==> src/rtl/rrp_pkg.sv <==
package rrp_pkg;

    // Encoding: bit 1 = response parked, bit 0 = retry owed
    typedef enum logic [1:0] {
        ST_FREE      = 2'b00,
        ST_OWED      = 2'b01,
        ST_HELD      = 2'b10,
        ST_HELD_OWED = 2'b11
    } port_state_e;

    function automatic port_state_e pack_state(input logic held, input logic owed);
        port_state_e s;
        unique case ({held, owed})
            2'b00:   s = ST_FREE;
            2'b01:   s = ST_OWED;
            2'b10:   s = ST_HELD;
            default: s = ST_HELD_OWED;
        endcase
        return s;
    endfunction

endpackage

==> src/rtl/rrp_slot.sv <==
module rrp_slot #(
    parameter int W = 32
) (
    input  logic         clk,
    input  logic         rst_n,
    input  logic         load,
    input  logic [W-1:0] d,
    output logic [W-1:0] q
);

    always_ff @(posedge clk or negedge rst_n) begin
        if (!rst_n)    q <= '0;
        else if (load) q <= d;
    end

endmodule

==> src/rtl/rrp_ctrl.sv <==
module rrp_ctrl
    import rrp_pkg::*;
(
    input  logic clk,
    input  logic rst_n,
    input  logic req_valid,
    input  logic fwd_accept,
    input  logic rsp_in_valid,
    input  logic rsp_accept,
    input  logic rsp_retry,
    input  logic done,
    output logic held_q,
    output logic owed_q,
    output logic sel_slot,
    output logic load_slot,
    output logic rsp_out_valid,
    output logic fwd_valid,
    output logic req_accept,
    output logic retry_pulse
);

    port_state_e state_q, state_d;

    logic held_nx, owed_mid, owed_nx, new_rsp, check, blocked;

    // State register
    always_ff @(posedge clk or negedge rst_n) begin
        if (!rst_n) state_q <= ST_FREE;
        else        state_q <= state_d;
    end

    // Outputs and next state
    always_comb begin
        unique case (state_q)
            ST_FREE:      begin held_q = 1'b0; owed_q = 1'b0; end
            ST_OWED:      begin held_q = 1'b0; owed_q = 1'b1; end
            ST_HELD:      begin held_q = 1'b1; owed_q = 1'b0; end
            ST_HELD_OWED: begin held_q = 1'b1; owed_q = 1'b1; end
            default:      begin held_q = 1'b0; owed_q = 1'b0; end
        endcase

        // Response side first: a resend or a fresh response
        sel_slot      = rsp_retry & held_q;
        new_rsp       = rsp_in_valid & ~held_q;
        rsp_out_valid = sel_slot | new_rsp;
        held_nx       = rsp_out_valid ? ~rsp_accept : held_q;
        load_slot     = new_rsp & ~rsp_accept;

        // Retry check point uses the post-cycle slot state
        check       = done | sel_slot;
        retry_pulse = check & owed_q & ~held_nx;
        owed_mid    = owed_q & ~retry_pulse;

        // Request side sees the updated state
        blocked    = held_nx | owed_mid;
        fwd_valid  = req_valid & ~blocked;
        req_accept = fwd_valid & fwd_accept;
        owed_nx    = owed_mid | (req_valid & ~req_accept);

        state_d = pack_state(held_nx, owed_nx);
    end

endmodule

==> src/rtl/retry_resp_port.sv <==
module retry_resp_port #(
    parameter int REQ_W = 32,
    parameter int RSP_W = 32
) (
    input  logic             clk,
    input  logic             rst_n,
    input  logic             req_valid_i,
    input  logic [REQ_W-1:0] req_data_i,
    output logic             req_accept_o,
    output logic             fwd_valid_o,
    output logic [REQ_W-1:0] fwd_data_o,
    input  logic             fwd_accept_i,
    input  logic             rsp_valid_i,
    input  logic [RSP_W-1:0] rsp_data_i,
    output logic             rsp_valid_o,
    output logic [RSP_W-1:0] rsp_data_o,
    input  logic             rsp_accept_i,
    input  logic             rsp_retry_i,
    input  logic             resp_done_i,
    output logic             retry_o
);

    logic             held_q, owed_q, sel_slot, load_slot;
    logic [RSP_W-1:0] slot_q;

    rrp_ctrl u_ctrl (
        .clk          (clk),
        .rst_n        (rst_n),
        .req_valid    (req_valid_i),
        .fwd_accept   (fwd_accept_i),
        .rsp_in_valid (rsp_valid_i),
        .rsp_accept   (rsp_accept_i),
        .rsp_retry    (rsp_retry_i),
        .done         (resp_done_i),
        .held_q       (held_q),
        .owed_q       (owed_q),
        .sel_slot     (sel_slot),
        .load_slot    (load_slot),
        .rsp_out_valid(rsp_valid_o),
        .fwd_valid    (fwd_valid_o),
        .req_accept   (req_accept_o),
        .retry_pulse  (retry_o)
    );

    rrp_slot #(.W(RSP_W)) u_slot (
        .clk  (clk),
        .rst_n(rst_n),
        .load (load_slot),
        .d    (rsp_data_i),
        .q    (slot_q)
    );

    assign fwd_data_o = req_data_i;
    assign rsp_data_o = sel_slot ? slot_q : rsp_data_i;

endmodule

==> config.mk <==
export PLATFORM = sky130hd
export DESIGN_NAME = retry_resp_port
export DESIGN_NICKNAME = d
export VERILOG_FILES = /design/src/rtl/rrp_pkg.sv /design/src/rtl/rrp_slot.sv /design/src/rtl/rrp_ctrl.sv /design/src/rtl/retry_resp_port.sv
export SDC_FILE = /design/constraint.sdc
export NUM_CORES = 1
export LEC_CHECK = 0
export ABC_CLOCK_PERIOD_IN_PS = 2250
export BUFFER_PORTS_ARGS = -buffer_cell sky130_fd_sc_hd__buf_2
export CORE_MARGIN = 2
export CORE_UTILIZATION = 44
export DETAILED_ROUTE_END_ITERATION = 8
export PLACE_DENSITY_LB_ADDON = 0.12
export SYNTH_ARGS = -nofsm -noshare
export SYNTH_HDL_FRONTEND = slang
export SYNTH_HIERARCHICAL = 1
export SYNTH_SLANG_ARGS = --single-unit
==> constraint.sdc <==
create_clock -name clk -period 2.25 [get_ports clk]
set_input_delay 0.675 -clock clk [delete_from_list [all_inputs] [get_ports clk]]
set_output_delay 0.675 -clock clk [all_outputs]
set_load 0.02 [all_outputs]
* Yosys cells after proc, flatten, opt, wreduce, memory -nomap -nowiden
Index checks and enable logic that the tools add are counted.
** Word-level totals
- Register bits :: 34
- Bits in latches :: 0
- RAM bits :: 0
- ROM bits :: 0
- Input bits :: 72
- Output and inout port bits :: 68
- Memories kept :: 0
** Cells by class
- $add $sub $neg :: 0
- Multiply operators :: 0
- Divide/modulo/power cells :: 0
- $lt $le $gt $ge :: 0
- Equality and inequality tests :: 5
- Shift operators :: 0
- Muxes and demuxes :: 5
- Bitwise gates (word level) :: 19
- Reductions and logical operators :: 6
** Operator list (count)
- $mux W32 :: 1
- $and A1 B1 Y1 :: 9
- $reduce_or A2 Y1 :: 4
- $eq A2 B2 Y1 const B :: 3
- $not A1 Y1 :: 6
- $pmux W2 S3 :: 1
- $eq A2 B1 Y1 const B :: 2
- $logic_not A2 Y1 :: 2
- $or A1 B1 Y1 :: 4
- $pmux W1 S2 :: 2
- $mux W1 :: 1

* Logic depth before layout (Yosys ltp)
- Word-level depth :: 20
- Mapped depth :: 5
- Depth with buffers taken out :: 3

* Modules after synthesis
Netlist, hierarchy kept.
** By module, submodules not included
- rrp_slot :: instances 1, cells an instance 68, area each 1345.0 um^2, seq. area each 800.8 um^2
- retry_resp_port :: instances 1, cells an instance 68, area each 784.5 um^2, seq. area each 0.0 um^2
- rrp_ctrl :: instances 1, cells an instance 22, area each 177.7 um^2, seq. area each 50.0 um^2

* Least setup slack after synthesis
OpenSTA, ideal clock, no wires.
- Path type :: input -> output
- From :: input rsp_retry_i
- To :: output rsp_data_o[0]
- Arrival time :: 1.427 ns
- Data required time :: 1.575 ns
- Slack :: 0.148 ns
- Stages :: 4
- Buffers on the path :: 2
- Cells stage by stage :: and2_1 -> buf_6 -> buf_12 -> mux2_4
** On the way
- Word-level cells in the longest chain between the ends :: 2
** RTL lines
- from (decl) :: RTL line retry_resp_port.sv:18 : input logic rsp_retry_i,
- $and A1 B1 Y1 :: RTL line rrp_ctrl.sv:43 : sel_slot = rsp_retry & held_q;
- $mux W32 :: RTL line retry_resp_port.sv:54 : assign rsp_data_o = sel_slot ? slot_q : rsp_data_i;
- to (decl) :: RTL line retry_resp_port.sv:16 : output logic [RSP_W-1:0] rsp_data_o,
Every way passes these cells.

* Final worst setup path
- From :: input rsp_retry_i
- To :: output rsp_data_o[11]
** On the way
- Word-level cells in the longest chain between the ends :: 2
** RTL lines
- $and A1 B1 Y1 :: RTL line rrp_ctrl.sv:43
- named net sel_slot :: RTL line retry_resp_port.sv:23 : logic held_q, owed_q, sel_slot, load_slot;
- $mux W32 :: RTL line retry_resp_port.sv:54
The timed path passes the listed nets, and every way through them passes these cells.

==> metrics.txt <==
status=finished, violations left; violated checks=setup timing; Detail Placement HPWL=3340 um; CTS tree=built; final setup violating endpoints=18; root cell of the clock tree=clkbuf_8; largest net degree at the start of global routing=35; final worst path period need=roughly 2.3 ns; Syn Inst Count=156; global-route wire length before repair=7650 um; tightest slew margin relative to the limit=47.6%; synthesized area per cell=approximately 15 um2; worst supply voltage drop on vdd=317 uV; CP Capture Type=output pin; design area=0.00273 mm2; post-layout total power=2.14 mW; floorplan die width=76.3 um; Worst Path Required=1.57 ns; maximum clock path buffer count=2; number of synthesis warnings=6; max-cap violation count=0; worst setup slack after layout=-0.0799 ns; max-slew violation total from the final report=0; routed length per instance=16.6 um; Crit Path Max Fanout=5; clock transition at the register clock pins on the worst setup and hold paths after CTS=0.07 ns; total number of vias=approximately 1300; top-level port count=140; final core area utilization=53.8%; number of vias per cell after detailed routing=4.79; type of the worst min-delay path=in2async; critical path startpoint category=input pin; placeable core region=about 0.0051 mm2; net count after synthesis=228; number of iterations in the first detailed-routing pass=4; share of the clock period used by the worst path=104%; routability congestion estimate from global placement=0.703; Fmax=between 0.4 and 0.5 GHz; Post-Syn Area=0.00230 mm2; combined area of the multi-input logic cells=0.00107 mm2; Port-buffer cells=75; antenna violations before repair=0; worst-skew pair later-pin latency=0.28 ns; category of the critical setup timing path=in2out; Starting Density=45.3%; RSZ-0062 raised after global routing=true; filler instances=between 400 and 500; number of H-tree levels=2; Syn-to-layout area delta=18.7%; Post-layout nets=between 200 and 300; post-placement cell area=approximately 0.0025 mm2; CTS Sinks=34; TritonCTS Buffers=5; die area=0.00582 mm2; final number of hold-violating endpoints=0; arrival time of the worst setup path=1.65 ns; standby leakage power=1.37 nW; final antenna-violating net count=0; diodes inserted=0; sequential cell area in the final layout=851 um2; number of global-route vias before repair=1520; global-route usage over all layers=16.3%; slew at the pin with the worst max-slew slack=0.786 ns; DRC violations left=0; number of rows in the core area=26; fraction of layout cells with a size suffix above 1=76.3%; iteration-0 DRC count of the detailed router=43; largest clock skew in the final design=0.00948 ns; height of the die=76.3 um; Power Density=785 mW/mm2; Post-Place Setup Slack=-0.101 ns; routed wire length=4610 um; total global routing overflow=0
[worst paths after layout]
kind | startpoint | endpoint | slack [ns] | cells past startpoint
max | rsp_retry_i | rsp_data_o[11] | -0.08 | 6
min | rst_n | u_slot/q[17] | 0.46 | 1
max reg2reg | u_ctrl/state_q[1] | u_slot/q[28] | 0.75 | 4
min reg2reg | u_slot/q[29] | u_slot/q[29] | 0.51 | 1
max in group asynchronous | rst_n | u_slot/q[21] | 1.27 | 1
min in group clk | u_slot/q[29] | u_slot/q[29] | 0.51 | 1
[final cells by class]
cell class / count / share of cell area, %
Tap cell: 70 / 3.21
Timing Repair Buffer: 83 / 22.8
Clock inverter: 1 / 0.183
Multi-Input combinational cell: 81 / 39.3
Inverter: 1 / 0.138
Sequential cell: 34 / 31.2
Clock buffer: 7 / 3.16
[per-stage QoR]
step | hold WS, ns | cells | setup TNS, ns
final | 0.464 | 277 | -0.885
after global routing | 0.529 | 277 | -1.48
after CTS | 0.494 | 277 | -0.718
after detailed placement | 0.497 | 266 | -2.26
after global placement | 0.486 | 266 | -1.83
after floorplan | 0.379 | 156 | 0
[cell usage in the layout (no fill, tap or decap)]
master	count
a32o_1	1
buf_2	56
buf_12	2
and3_1	1
a21bo_1	1
a21oi_1	1
and4_4	1
mux2_2	4
buf_4	3
clkbuf_8	6
nand2b_1	4
nor2_4	1
mux2_4	60
nand2_1	1
dfrtp_1	34
and2_4	2
buf_6	20
clkbuf_1	1
and2b_1	1
and3b_1	1
buf_16	2
inv_1	1
nand3_1	1
o21ai_0	1
clkinv_2	1
[report_power, final]
| group | switching (mW) | internal, mW |
|---|---|---|
| combinational | 0.317 | 0.508 |
| clock | 0.220 | 0.247 |
| sequential | 0.0884 | 0.761 |
| total | 0.626 | 1.52 |
[repair_timing]
action | 4_1_cts | 5_1_grt
setup endpoints to repair | 30 | 26
cloned | 2 | 0
pin swaps | 0 | 1
resized for setup | 27 | 14
hold buffers | 0 | 0
buffers inserted | 2 | 0
[critical path, stage by stage]
cell and delay [ns]:
buf_6 0.09, and2_4 0.18, buf_6 0.14, buf_12 0.13, mux2_4 0.30, buf_6 0.13
[metal layers]
metal | track usage [%] | routed length (um) | vias to the layer above | part of all wire, %
li1 | - | - | 605 | -
met1 | 19.6 | 1820 | 636 | 40
met2 | 26.2 | 2220 | 76 | 48
met3 | 7.82 | 519 | 10 | 11
met4 | 4.18 | 48 | 0 | 1.0
met5 | 0 | 0 | - | 0
[flip-flops by register name (all words and copies together) (netlist names)]
signal,flops
u_ctrl/state_q,2
u_slot/q,32
No activity file was read; power rests on OpenSTA's default activity.
